<file path="src/rtl/vcd_pkg.sv">
package vcd_pkg;

  // start-of-frame edge windows, in samples counted from the first falling edge
  localparam int RISE1_MIN    = 4;
  localparam int FALL4_LO     = 20;
  localparam int FALL4_HI     = 22;
  localparam int FALL256_LO   = 28;
  localparam int FALL256_HI   = 29;
  localparam int RISE4_MIN    = 24;
  localparam int RISE256_MIN  = 32;
  localparam int TAIL4_LEN    = 9;

  // durations used to derive the start-of-frame time
  localparam int SOF_TICKS    = 32;
  localparam int EOF_TICKS    = 16;
  localparam int BYTE4_SHIFT  = 7;   // 128 ticks per byte
  localparam int BYTE256_SHIFT = 11; // 2048 ticks per byte

  typedef enum logic [2:0] {
    ST_WAIT_CARRIER,
    ST_ARMED,
    ST_SOF_LOW1,
    ST_SOF_HIGH,
    ST_SOF_LOW2,
    ST_SOF_TAIL,
    ST_DATA
  } decState_e;

  typedef struct packed {
    logic clrFrame;  // a new frame's data phase begins next sample
    logic dataEn;    // current sample belongs to a data slot
    logic mode256;   // 1-out-of-256 coding selected
  } dpCtrl_t;

endpackage

</file>
<file path="src/rtl/vcd_in_sync.sv">
module vcd_in_sync #(
  parameter int Stages = 2
) (
  input  logic clk,
  input  logic rst,
  input  logic din,
  output logic dout
);
  logic [Stages-1:0] chain;

  always_ff @(posedge clk) begin
    if (rst) chain <= '0;
    else     chain <= {chain[Stages-2:0], din};
  end

  assign dout = chain[Stages-1];
endmodule

</file>
<file path="src/rtl/vcd_frame_ctrl.sv">
module vcd_frame_ctrl
  import vcd_pkg::*;
#(
  parameter int Rise1Min   = RISE1_MIN,
  parameter int Fall4Lo    = FALL4_LO,
  parameter int Fall4Hi    = FALL4_HI,
  parameter int Fall256Lo  = FALL256_LO,
  parameter int Fall256Hi  = FALL256_HI,
  parameter int Rise4Min   = RISE4_MIN,
  parameter int Rise256Min = RISE256_MIN,
  parameter int Tail4Len   = TAIL4_LEN
) (
  input  logic    clk,
  input  logic    rst,
  input  logic    bitIn,
  input  logic    eofHit,
  output dpCtrl_t ctrl
);
  localparam int PosW = $clog2(Rise256Min + 2);
  localparam logic [PosW-1:0] R1P   = PosW'(Rise1Min);
  localparam logic [PosW-1:0] F4LoP = PosW'(Fall4Lo);
  localparam logic [PosW-1:0] F4HiP = PosW'(Fall4Hi);
  localparam logic [PosW-1:0] F8LoP = PosW'(Fall256Lo);
  localparam logic [PosW-1:0] F8HiP = PosW'(Fall256Hi);
  localparam logic [PosW-1:0] R4P   = PosW'(Rise4Min);
  localparam logic [PosW-1:0] R8P   = PosW'(Rise256Min);
  localparam logic [PosW-1:0] TailP = PosW'(Tail4Len);

  decState_e       state, stateNxt;
  logic [PosW-1:0] pos, posNxt, posInc;
  logic            modeReg, modeNxt, startData;

  assign posInc = (pos == '1) ? pos : pos + 1'b1;

  always_comb begin
    stateNxt  = state;
    posNxt    = pos;
    modeNxt   = modeReg;
    startData = 1'b0;
    unique case (state)
      ST_WAIT_CARRIER: if (bitIn) stateNxt = ST_ARMED;
      ST_ARMED: begin
        if (!bitIn) begin
          posNxt   = PosW'(1);
          stateNxt = ST_SOF_LOW1;
        end
      end
      ST_SOF_LOW1: begin
        posNxt = posInc;
        if (bitIn) stateNxt = (posInc < R1P) ? ST_ARMED : ST_SOF_HIGH;
      end
      ST_SOF_HIGH: begin
        posNxt = posInc;
        if (!bitIn) begin
          if (posInc >= F4LoP && posInc <= F4HiP) begin
            modeNxt  = 1'b0;
            stateNxt = ST_SOF_LOW2;
          end else if (posInc < F8LoP) begin
            stateNxt = ST_WAIT_CARRIER;
          end else begin
            modeNxt  = 1'b1;
            stateNxt = ST_SOF_LOW2;
          end
        end else if (posInc > F8HiP) begin
          stateNxt = ST_ARMED;
        end
      end
      ST_SOF_LOW2: begin
        posNxt = posInc;
        if (bitIn) begin
          if (modeReg) begin
            if (posInc < R8P) stateNxt = ST_ARMED;
            else begin
              stateNxt  = ST_DATA;
              startData = 1'b1;
            end
          end else begin
            if (posInc < R4P) stateNxt = ST_ARMED;
            else begin
              posNxt   = PosW'(1);
              stateNxt = ST_SOF_TAIL;
            end
          end
        end
      end
      ST_SOF_TAIL: begin
        posNxt = posInc;
        if (!bitIn) stateNxt = ST_WAIT_CARRIER;
        else if (posInc == TailP) begin
          stateNxt  = ST_DATA;
          startData = 1'b1;
        end
      end
      ST_DATA: if (eofHit) stateNxt = ST_WAIT_CARRIER;
      default: stateNxt = ST_WAIT_CARRIER;
    endcase
  end

  always_ff @(posedge clk) begin
    if (rst) begin
      state   <= ST_WAIT_CARRIER;
      pos     <= '0;
      modeReg <= 1'b0;
    end else begin
      state   <= stateNxt;
      pos     <= posNxt;
      modeReg <= modeNxt;
    end
  end

  assign ctrl.clrFrame = startData;
  assign ctrl.dataEn   = (state == ST_DATA);
  assign ctrl.mode256  = modeReg;

  // no progress until carrier has been seen
  p_wait_carrier_r1: assert property (@(posedge clk) disable iff (rst)
    (state == ST_WAIT_CARRIER && !bitIn) |=> state == ST_WAIT_CARRIER);

  // early rising edge abandons the start-of-frame
  p_early_rise_r2: assert property (@(posedge clk) disable iff (rst)
    (state == ST_SOF_LOW1 && bitIn && pos < R1P - 1'b1) |=> state == ST_ARMED);

  // coding is frozen while data slots are being decoded
  p_mode_hold_r3: assert property (@(posedge clk) disable iff (rst)
    (state == ST_DATA && !eofHit) |=> (state == ST_DATA && $stable(modeReg)));

  // a low sample inside the 1-out-of-4 tail drops the carrier lock
  p_tail_break_r4: assert property (@(posedge clk) disable iff (rst)
    (state == ST_SOF_TAIL && !bitIn) |=> state == ST_WAIT_CARRIER);
endmodule

</file>
<file path="src/rtl/vcd_slot_datapath.sv">
module vcd_slot_datapath
  import vcd_pkg::*;
#(
  parameter int MaxLen = 8,
  parameter int TsW    = 32
) (
  input  logic              clk,
  input  logic              rst,
  input  logic              bitIn,
  input  dpCtrl_t           ctrl,
  output logic              eofHit,
  output logic              byteValid,
  output logic [7:0]        byteData,
  output logic              frameDone,
  output logic [$clog2(MaxLen+1)-1:0] frameLen,
  output logic              overflow,
  output logic [TsW-1:0]    eofTime,
  output logic [TsW-1:0]    sofTime
);
  localparam int LenW = $clog2(MaxLen + 1);
  localparam logic [LenW-1:0] MaxLenP = LenW'(MaxLen);
  localparam logic [TsW-1:0]  FrameOverhead = TsW'(SOF_TICKS + EOF_TICKS);

  logic [2:0]      sampIdx, sumA, sumB, sumANxt, sumBNxt;
  logic [7:0]      slotCnt, shReg, shNxt;
  logic [LenW-1:0] byteCnt;
  logic            dropFlag;
  logic [TsW-1:0]  tickCnt, bodyTicks;
  logic            lastSamp, isEofSlot, isMark, byteEnd;

  assign sumANxt  = sampIdx[2] ? sumA : sumA + {2'b00, bitIn};
  assign sumBNxt  = sampIdx[2] ? sumB + {2'b00, bitIn} : sumB;
  assign lastSamp = (sampIdx == 3'd7);
  assign isEofSlot = (sumANxt <= 3'd1) && (sumBNxt >= 3'd3);
  assign isMark    = (sumANxt >= 3'd3) && (sumBNxt <= 3'd1);
  assign eofHit    = ctrl.dataEn && lastSamp && isEofSlot;
  assign byteEnd   = ctrl.mode256 ? (slotCnt == 8'hFF) : (slotCnt[3:0] == 4'hF);

  always_comb begin
    shNxt = shReg;
    if (isMark) shNxt = ctrl.mode256 ? slotCnt : {slotCnt[1:0], shReg[7:2]};
  end

  assign bodyTicks = ctrl.mode256 ? (TsW'(byteCnt) << BYTE256_SHIFT)
                                  : (TsW'(byteCnt) << BYTE4_SHIFT);

  always_ff @(posedge clk) begin
    if (rst) begin
      tickCnt   <= '0;
      sampIdx   <= '0;
      sumA      <= '0;
      sumB      <= '0;
      slotCnt   <= '0;
      shReg     <= '0;
      byteCnt   <= '0;
      dropFlag  <= 1'b0;
      byteValid <= 1'b0;
      byteData  <= '0;
      frameDone <= 1'b0;
      frameLen  <= '0;
      overflow  <= 1'b0;
      eofTime   <= '0;
      sofTime   <= '0;
    end else begin
      tickCnt   <= tickCnt + 1'b1;
      byteValid <= 1'b0;
      frameDone <= 1'b0;
      overflow  <= 1'b0;
      if (ctrl.clrFrame) begin
        sampIdx  <= '0;
        sumA     <= '0;
        sumB     <= '0;
        slotCnt  <= '0;
        shReg    <= '0;
        byteCnt  <= '0;
        dropFlag <= 1'b0;
      end else if (ctrl.dataEn) begin
        sampIdx <= sampIdx + 1'b1;
        if (!lastSamp) begin
          sumA <= sumANxt;
          sumB <= sumBNxt;
        end else begin
          sumA <= '0;
          sumB <= '0;
          if (isEofSlot) begin
            frameDone <= (byteCnt != '0) && !dropFlag;
            frameLen  <= byteCnt;
            eofTime   <= tickCnt;
            sofTime   <= tickCnt - bodyTicks - FrameOverhead;
          end else begin
            shReg   <= shNxt;
            slotCnt <= byteEnd ? 8'h00 : slotCnt + 1'b1;
            if (byteEnd) begin
              if (byteCnt == MaxLenP) begin
                overflow <= !dropFlag;
                dropFlag <= 1'b1;
              end else begin
                byteValid <= 1'b1;
                byteData  <= shNxt;
                byteCnt   <= byteCnt + 1'b1;
              end
            end
          end
        end
      end
    end
  end

  // a reported frame always carries at least one byte
  p_frame_nonempty_r8: assert property (@(posedge clk) disable iff (rst)
    frameDone |-> frameLen != '0);

  // a reported frame never exceeds the length limit
  p_len_bound_r10: assert property (@(posedge clk) disable iff (rst)
    frameDone |-> frameLen <= MaxLenP);

  // the end-of-frame slot never also completes a byte
  p_eof_not_byte_r5: assert property (@(posedge clk) disable iff (rst)
    byteValid |-> !frameDone);

  // overflow and byte delivery are exclusive
  p_ovf_excl_r10: assert property (@(posedge clk) disable iff (rst)
    overflow |-> !byteValid);
endmodule

</file>
<file path="src/rtl/vcd_cmd_decoder.sv">
module vcd_cmd_decoder
  import vcd_pkg::*;
#(
  parameter int MaxLen     = 8,
  parameter int TsW        = 32,
  parameter int SyncStages = 2
) (
  input  logic                        clk,
  input  logic                        rst,
  input  logic                        rxSample,
  output logic                        byteValid,
  output logic [7:0]                  byteData,
  output logic                        frameDone,
  output logic [$clog2(MaxLen+1)-1:0] frameLen,
  output logic                        overflow,
  output logic                        codingMode,
  output logic [TsW-1:0]              eofTime,
  output logic [TsW-1:0]              sofTime
);
  logic    lineBit;
  logic    eofHit;
  dpCtrl_t ctrl;

  vcd_in_sync #(.Stages(SyncStages)) u_sync (
    .clk(clk), .rst(rst), .din(rxSample), .dout(lineBit)
  );

  vcd_frame_ctrl u_ctrl (
    .clk(clk), .rst(rst), .bitIn(lineBit), .eofHit(eofHit), .ctrl(ctrl)
  );

  vcd_slot_datapath #(.MaxLen(MaxLen), .TsW(TsW)) u_dp (
    .clk(clk), .rst(rst), .bitIn(lineBit), .ctrl(ctrl),
    .eofHit(eofHit), .byteValid(byteValid), .byteData(byteData),
    .frameDone(frameDone), .frameLen(frameLen), .overflow(overflow),
    .eofTime(eofTime), .sofTime(sofTime)
  );

  assign codingMode = ctrl.mode256;
endmodule

</file>
<file path="config.mk">
export PLATFORM = sky130hd
export DESIGN_NAME = vcd_cmd_decoder
export DESIGN_NICKNAME = d
export VERILOG_FILES = /design/src/rtl/vcd_pkg.sv /design/src/rtl/vcd_in_sync.sv /design/src/rtl/vcd_frame_ctrl.sv /design/src/rtl/vcd_slot_datapath.sv /design/src/rtl/vcd_cmd_decoder.sv
export SDC_FILE = /design/constraint.sdc
export NUM_CORES = 1
export LEC_CHECK = 0
export BUFFER_PORTS_ARGS = -buffer_cell sky130_fd_sc_hd__buf_2
export CAP_MARGIN = 0
export CORE_UTILIZATION = 35
export CTS_CLUSTER_SIZE = 8
export DETAILED_ROUTE_END_ITERATION = 12
export SKIP_CTS_REPAIR_TIMING = 1
export SYNTH_ARGS = -nofsm -noshare
export SYNTH_HDL_FRONTEND = slang
export SYNTH_SLANG_ARGS = --single-unit
export TNS_END_PERCENT = 20
</file>
<file path="constraint.sdc">
create_clock -name clk -period 4.6 [get_ports clk]
set_input_delay 0.69 -clock clk [delete_from_list [all_inputs] [get_ports clk]]
set_output_delay 0.69 -clock clk [all_outputs]
set_load 0.01 [all_outputs]
</file>
==> impl_metrics.csv, run 1 <==
group,metric,value,unit
setup_path,timing.reg2reg.worst_path_depth,11,
synth,asyncSetResetFlopFracSynth,0,
setup_path,cp-start-kind,"flop",
detailed_routing,firstDrtPassIters,5,
global_route,grt_antenna_before_repair,0,
synth,synth_top_cell_area_share,0.387,
finish,final_nets,1062,
clocking,clkTransAtPathRegs,0.06,ns
synth,synth_top_flop_cell,"dfxtp_1",
synth,synth_area_leader_cell,"dfxtp_1",
setup_path,required,4.93,ns
finish,layout.cells.most_common_list,"dfxtp_1 (151), nand2_1 (142), nor2_1 (96)",
timing,final_max_slew_viol_count,0,
clocking,clk-insertion-delay-late,0.42,ns
global_route,largest_net_degree_at_the_start_of_global_routing,70,
timing,worst-slew-pin-transition,0.933,ns
finish,areaGrowthSynthToFinish,14.9,%
setup_path,critical_path.startpoint,"u_ctrl.modeReg",
synth,synth_sequential_area_ratio,0.387,
status,outcome,"finished clean",
power_and_ir_drop,powerDensity,315,nW/µm²
synth,yosys-mux-area-fraction,0.0205,
finish,share_of_layout_cells_above_drive_strength_1,0.137,
floorplan,die_outline_area,22900,µm²
global_route,global_route_wire_length_before_repair,32400,µm
synth,ys_seq_elements,151,
synth,synth_adder_area_share,0.0576,
synth,post_synth_xor_area_fraction,0.0482,
timing,period_needed,3.26,ns
synth,dominant_combinational_cell_family_by_area_after_synthesis,"simple AND/OR/NAND/NOR gates",
timing,finalSetupViolations,0,
synth,post_synth_instance_area,7820,µm²
synth,yosys_warnings,0,
floorplan,io_pins,83,
worst_hold_path,timing.hold.worst_path_depth,2,
synth,synth_compound_area_frac,0.184,
timing,timing_hold_violations_final,0,
clocking,cts_buffers,17,
synth,postSynthAreaPerCell,7.99,µm²
finish,antenna-diode-count,0,
placed_design,numPortBuffers,82,
clocking,cts_tree,"done",
setup_path,timing.critical_path.to,"u_dp.sofTime[22]",
synth,yosys.area_share.simple,0.246,
worst_hold_path,worst_hold_path_type,"flop to flop",
floorplan,total_number_of_placement_rows,54,
synth,synth_cells,979,
synth,mappedNetlistNets,1018,
flow_run,max_cap_violations,0,
synth,synth_enable_flop_cells,0,
placed_design,final_weighted_congestion_in_routability_driven_placement,0.856,
detailed_routing,drc,0,
setup_path,crit-reg2reg-capture,"u_dp.sofTime[22]",
timing,final.hold.worst_slack,0.450,ns
setup_path,worstSetupEndpointType,"flop",
timing,maxSlewHeadroom,0.370,
power_and_ir_drop,vdd_ir_drop_max,0.312,mV
setup_path,critical_path.max_fanout,13,
detailed_routing,total_routed_length,19800,µm
timing,setup-tns-final,0,ns
setup_path,crit_type,"flop to flop",
clocking,clock_tree.root_cell,"clkbuf_16",
global_route,grt_usage,0.178,
placed_design,place_hpwl,13900,µm
timing,setup_repair_after_global_routing_missed_its_margin,"no",
setup_path,cp.arrival,3.59,ns
detailed_routing,detail_route.vias_per_cell,5.21,
setup_path,reg2reg_from,"u_ctrl.modeReg",
clocking,cts_max_level,4,
floorplan,floorplan.core_area,21900,µm²
timing,fmax,307,MHz
timing,period_share,0.708,
global_route,grt_pass1_vias,6349,
detailed_routing,wire_per_inst,15.1,µm
floorplan,floorplan.initialDensity,0.357,
floorplan,die_h,151,µm
setup_path,rrSetupSlack,1.34,ns
clocking,clk_path_buf_depth,2,
global_route,globalRoute.totalOverflow,0,
synth,netlist_top_cells_area,"dfxtp_1 (39%), nand2_1 (6.8%), a21oi_1 (6.1%), ha_1 (5.8%), nor2_1 (4.6%)",
power_and_ir_drop,leakage,3.59,nW
floorplan,fp.dieW,151,µm
clocking,cts_sinks,151,
finish,layout_commonest_cell,"dfxtp_1",
detailed_routing,vias,6857,
synth,synth.lib_cells_used.distinct,67,
detailed_routing,first_iter_violations,432,
timing,clock-skew-final,0.00912,ns
detailed_routing,final_antenna_violating_net_count,0,
==> kinds of logic after synthesis <==
family | after synthesis
buf+inv | 110
mux | 16
compound gates | 225
simple gates | 398
flops | 151
xor+xnor | 43
fa+ha+maj | 36
==> flip-flops by register name (all words and copies together) (netlist names) <==
| signal | flops |
|---|---|
| u_dp.dropFlag | 1 |
| u_ctrl.modeReg | 1 |
| u_dp.slotCnt | 8 |
| u_dp.eofTime | 30 |
| u_ctrl.pos | 6 |
| u_dp.overflow | 1 |
| u_dp.frameLen | 4 |
| u_dp.sumA | 3 |
| u_dp.sofTime | 32 |
| u_dp.byteValid | 1 |
| u_dp.sampIdx | 3 |
| u_ctrl.state | 3 |
| u_dp.sumB | 3 |
| u_sync.chain | 2 |
| u_dp.byteData | 8 |
| u_dp.tickCnt | 32 |
| u_dp.byteCnt | 4 |
| u_dp.shReg | 8 |
| u_dp.frameDone | 1 |
==> Yosys cell counts (9+ instances only) <==
cell	count
dfxtp_1	151
nand2_1	142
nor2_1	96
a21oi_1	95
clkbuf_1	46
inv_1	45
ha_1	36
xnor2_1	30
o21ai_0	28
nand3_1	27
a211oi_1	19
nand4_1	17
mux2i_1	16
nor3_1	15
or3_1	15
buf_2	14
xor2_1	13
and3_1	11
nand2b_1	11
a211o_1	10
and2_1	9
==> worst min-delay path by stage <==
stage	from	endpoint	slack (ns)
final	u_dp.sofTime[10]	u_dp.sofTime[10]	0.45
after global routing	u_dp.eofTime[12]	u_dp.eofTime[12]	0.47
after CTS	u_dp.sofTime[9]	u_dp.sofTime[9]	0.45
after detailed placement	u_dp.sofTime[9]	u_dp.sofTime[9]	0.44
after global placement	u_dp.sofTime[9]	u_dp.sofTime[9]	0.44
after floorplan	u_sync.chain[0]	u_sync.chain[1]	0.41
==> critical path: stages (launching register included) <==
cell and delay (ns):
dfxtp_1 0.36, inv_1 0.16, nor2_1 0.08, ha_1 0.27
inv_1 0.04, ha_1 0.38, nand2_1 0.14, nor4_1 0.25
o21ai_1 0.16, a41oi_1 0.81, o21ai_0 0.20, a311oi_1 0.31
==> routing by layer <==
layer | wire length [µm] | global-route usage | vias to the layer above
met4 | 282 | 0.0560 | 0
met2 | 9370 | 0.295 | 161
met3 | 754 | 0.0329 | 22
met1 | 9420 | 0.234 | 3158
li1 | - | - | 3516
met5 | 0 | 0 | -
==> power breakdown <==
| group | internal (W) | switching [W] |
|---|---|---|
| registers | 0.00131 | 0.00000930 |
| clock network | 0.000861 | 0.000585 |
| logic | 0.0000217 | 0.0000451 |
| total | 0.00219 | 0.000640 |
==> cell type report <==
class,count,area [µm²]
inverters,45,169
flip-flops and latches,151,3020
repair buffers,90,473
clock inverters,13,171
clock buffers,19,433
fillers,2269,12900
multi-input cells,718,4370
well taps,280,350
==> per-stage QoR <==
step | total power [W] | setup slack (ns) | std cells | utilization | instance area [µm²]
global route | 0.00293 | 0.962 | 1316 | 0.410 | 8980
finish | 0.00283 | 1.34 | 1316 | 0.410 | 8980
global placement | 0.00142 | 1.48 | 1284 | 0.383 | 8380
floorplan | 0.00140 | 1.06 | 979 | - | 7820
CTS | 0.00287 | 1.38 | 1316 | 0.410 | 8980
detailed placement | 0.00142 | 1.39 | 1284 | 0.383 | 8380
Power figures use the tool's default switching activity.
==> inputs of run 2 (changes only) <==
--- a/config.mk
+++ b/config.mk
@@ -5,6 +5,7 @@
 export SDC_FILE = /design/constraint.sdc
 export NUM_CORES = 1
 export LEC_CHECK = 0
+export ABC_AREA = 1
 export BUFFER_PORTS_ARGS = -buffer_cell sky130_fd_sc_hd__buf_2
 export CAP_MARGIN = 0
 export CORE_UTILIZATION = 35
==> constraint.sdc (replaced) <==
create_clock -name clk -period 2.9 [get_ports clk]
set_input_delay 0.435 -clock clk [delete_from_list [all_inputs] [get_ports clk]]
set_output_delay 0.435 -clock clk [all_outputs]
set_load 0.01 [all_outputs]
==> run 2 against run 1 <==
Against the previous run:
- total power increased by 59%
- clock skew increased by 0.0040 ns
- area after synthesis increased by 6.6%
- sequential share of layout area decreased by 2.2 points
- first-iteration DRC count increased by 40%
- cell count increased by 24%
- largest cell class unchanged
==> impl_metrics.csv, run 2 <==
group,metric,value,unit
detailed_routing,vias,8003,
status,outcome,"finished clean",
detailed_routing,firstDrtPassIters,8,
detailed_routing,total_routed_length,22800,µm
detailed_routing,first_iter_violations,603,
floorplan,total_number_of_placement_rows,56,
clocking,clk-insertion-delay-late,0.43,ns
timing,clock-skew-final,0.0131,ns
finish,finalCoreUtilization,0.410,
clocking,cts_sinks,151,
timing,fmax,385,MHz
placed_design,final_weighted_congestion_in_routability_driven_placement,0.908,
finish,reg.largest.list,"u_dp.sofTime (32), u_dp.tickCnt (32), u_dp.eofTime (30)",
global_route,global_route_wire_length_before_repair,37000,µm
detailed_routing,final_antenna_violating_net_count,0,
global_route,grt_usage,0.193,
setup_path,required,3.20,ns
global_route,grt_antenna_before_repair,0,
power_and_ir_drop,seq_power_share,0.465,
clocking,cts_tree,"done",
finish,number_of_standard_cells_in_the_final_layout_excluding_fillers,1627,
setup_path,crit_type,"flop to flop",
synth,synth_enable_flop_cells,0,
power_and_ir_drop,design_power_total,0.00451,W
global_route,globalRoute.totalOverflow,0,
timing,worst-slew-pin-transition,0.625,ns
clocking,clock_tree.root_cell,"clkbuf_16",
timing,final_max_slew_viol_count,0,
detailed_routing,drc,0,
synth,synth_sequential_area_ratio,0.363,
power_and_ir_drop,sw_frac_of_total,0.243,
synth,postSynthAreaPerCell,6.78,µm²
clocking,clkTransAtPathRegs,0.07,ns
power_and_ir_drop,powerDensity,470,nW/µm²
detailed_routing,wire_per_inst,14.0,µm
synth,yosys_warnings,0,
power_and_ir_drop,combinationalPowerShare,0.035,
global_route,largest_net_degree_at_the_start_of_global_routing,64,
timing,finalSetupViolations,0,
finish,final_nets,1334,
clocking,cts_max_level,4,
finish,areaGrowthSynthToFinish,15.3,%
setup_path,cp-start-kind,"flop",
setup_path,critical_path.max_fanout,5,
timing,period_share,0.895,
synth,post_synth_most_frequent_cells,"nand2_1 (273), dfxtp_1 (151), nor2_1 (148)",
synth,synth_top_cell_area_share,0.363,
flow_run,max_cap_violations,0,
synth,post_synth_instance_area,8330,µm²
synth,netlist_top_cells_area,"dfxtp_1 (36%), nand2_1 (12%), nor2_1 (6.7%), inv_1 (6.6%), a21oi_1 (6.1%)",
placed_design,placed_cells_incl_taps,1595,
floorplan,floorplan.initialDensity,0.356,
timing,setup-tns-final,0,ns
finish,layout.cells.most_common_list,"nand2_1 (273), dfxtp_1 (150), nor2_1 (148)",
synth,synth_cells,1230,
finish,multi_input_area,4490,µm²
placed_design,numPortBuffers,82,
synth,synth_most_common_cell,"nand2_1",
detailed_routing,detail_route.vias_per_cell,4.92,
finish,antenna-diode-count,0,
power_and_ir_drop,leakage,4.52,nW
finish,num-fill-cells,2535,
power_and_ir_drop,vdd_ir_drop_max,0.337,mV
floorplan,floorplan.core_area,23400,µm²
setup_path,worstSetupEndpointType,"flop",
timing,period_needed,2.60,ns
floorplan,io_pins,83,
setup_path,cp.arrival,2.89,ns
synth,synth_area_leader_cell,"dfxtp_1",
floorplan,die_h,156,µm
placed_design,place_worst_setup_slack,0.300,ns
power_and_ir_drop,p_clk_frac,0.500,
clocking,clk_path_buf_depth,2,
finish,sequential_cell_area,3020,µm²
placed_design,place_hpwl,16700,µm
timing,timing_hold_violations_final,0,
timing,maxSlewHeadroom,0.583,
synth,synth_top_flop_cell,"dfxtp_1",
timing,setup_repair_after_global_routing_missed_its_margin,"no",
clocking,cts_buffers,17,
synth,synth.lib_cells_used.distinct,51,
timing,final.setup.worst_slack,0.305,ns
floorplan,die_outline_area,24400,µm²
finish,layout_commonest_cell,"nand2_1",
finish,share_of_layout_cells_above_drive_strength_1,0.130,
worst_hold_path,worst_hold_path_type,"input port to flop",
power_and_ir_drop,power_report.internal_total,0.00342,W
power_and_ir_drop,net-switching-power,0.00110,W
synth,ys_seq_elements,151,
floorplan,fp.dieW,156,µm
synth,asyncSetResetFlopFracSynth,0,
synth,mappedNetlistNets,1269,
global_route,grt_pass1_vias,7342,
## run 2: cell types whose count changed after synthesis, moves of 16 or more
cell | previous run | this run
nand2_1 | 142 | 273
a211oi_1 | 19 | 3
o21ai_0 | 28 | 84
nor2_1 | 96 | 148
clkbuf_1 | 46 | 19
xnor2_1 | 30 | 3
nand3_1 | 27 | 78
nor3_1 | 15 | 36
inv_1 | 45 | 147
## run 2: power by group through the flow
stage	clock network (W)	logic (W)	registers, W
final	0.00226	0.000158	0.00210
after floorplan	0	0.000118	0.00214
after CTS	0.00230	0.000158	0.00210
after detailed placement	0	0.000157	0.00214
after global routing	0.00239	0.000180	0.00210
after global placement	0	0.000157	0.00214
## run 2: worst paths after layout
path / depth (start not counted) / from / slack, ns / endpoint
worst min-delay path: 3 / rxSample / 0.21 / u_sync.chain[0]
worst min register to register: 2 / u_sync.chain[0] / 0.42 / u_sync.chain[1]
worst max register to register: 14 / u_dp.tickCnt[11] / 0.30 / u_dp.sofTime[20]
worst max-delay path: 14 / u_dp.tickCnt[11] / 0.30 / u_dp.sofTime[20]
## run 2: cells by family after synthesis
family / Yosys count / synth area share
XOR/XNOR: 19 / 0.0218
AND/OR/NAND/NOR: 601 / 0.319
adder cells (fa/ha/maj): 36 / 0.0540
multiplexers: 1 / 0.00120
buffers and inverters: 201 / 0.0989
AO/OA/AOI/OAI: 221 / 0.142
flip-flops: 151 / 0.363
## run 2: critical path, stage by stage, from the launching register on
cell	delay, ns
dfxtp_1	0.39
inv_1	0.14
ha_1	0.30
inv_1	0.04
ha_1	0.35
a21oi_1	0.25
o21ai_0	0.12
a21oi_1	0.18
nand2_1	0.14
a21oi_2	0.25
nand2_1	0.10
nand2_1	0.07
nand2_1	0.04
nor2_1	0.08
nor2_1	0.04
## run 2: per-stage QoR
stage,hold slack [ns],area [µm²]
6_report,0.213,9610
5_1_grt,0.213,9610
4_1_cts,0.198,9600
3_5_place_dp,0.406,9010
3_3_place_gp,0.403,9010
2_1_floorplan,0.388,8330
## run 2: layout make-up
class | instances | share of cell area
Clock buffer | 17 | 0.0443
Clock inverter | 15 | 0.0172
Inverter | 155 | 0.0606
Multi-Input combinational cell | 878 | 0.467
Sequential cell | 151 | 0.315
Tap cell | 319 | 0.0416
Timing Repair Buffer | 92 | 0.0544
## run 2: metal layers
| layer | wire, µm | track usage |
|---|---|---|
| met4 | 222 | 0.0560 |
| met3 | 1180 | 0.0338 |
| met5 | 0 | 0 |
| met2 | 10400 | 0.312 |
| met1 | 11000 | 0.261 |
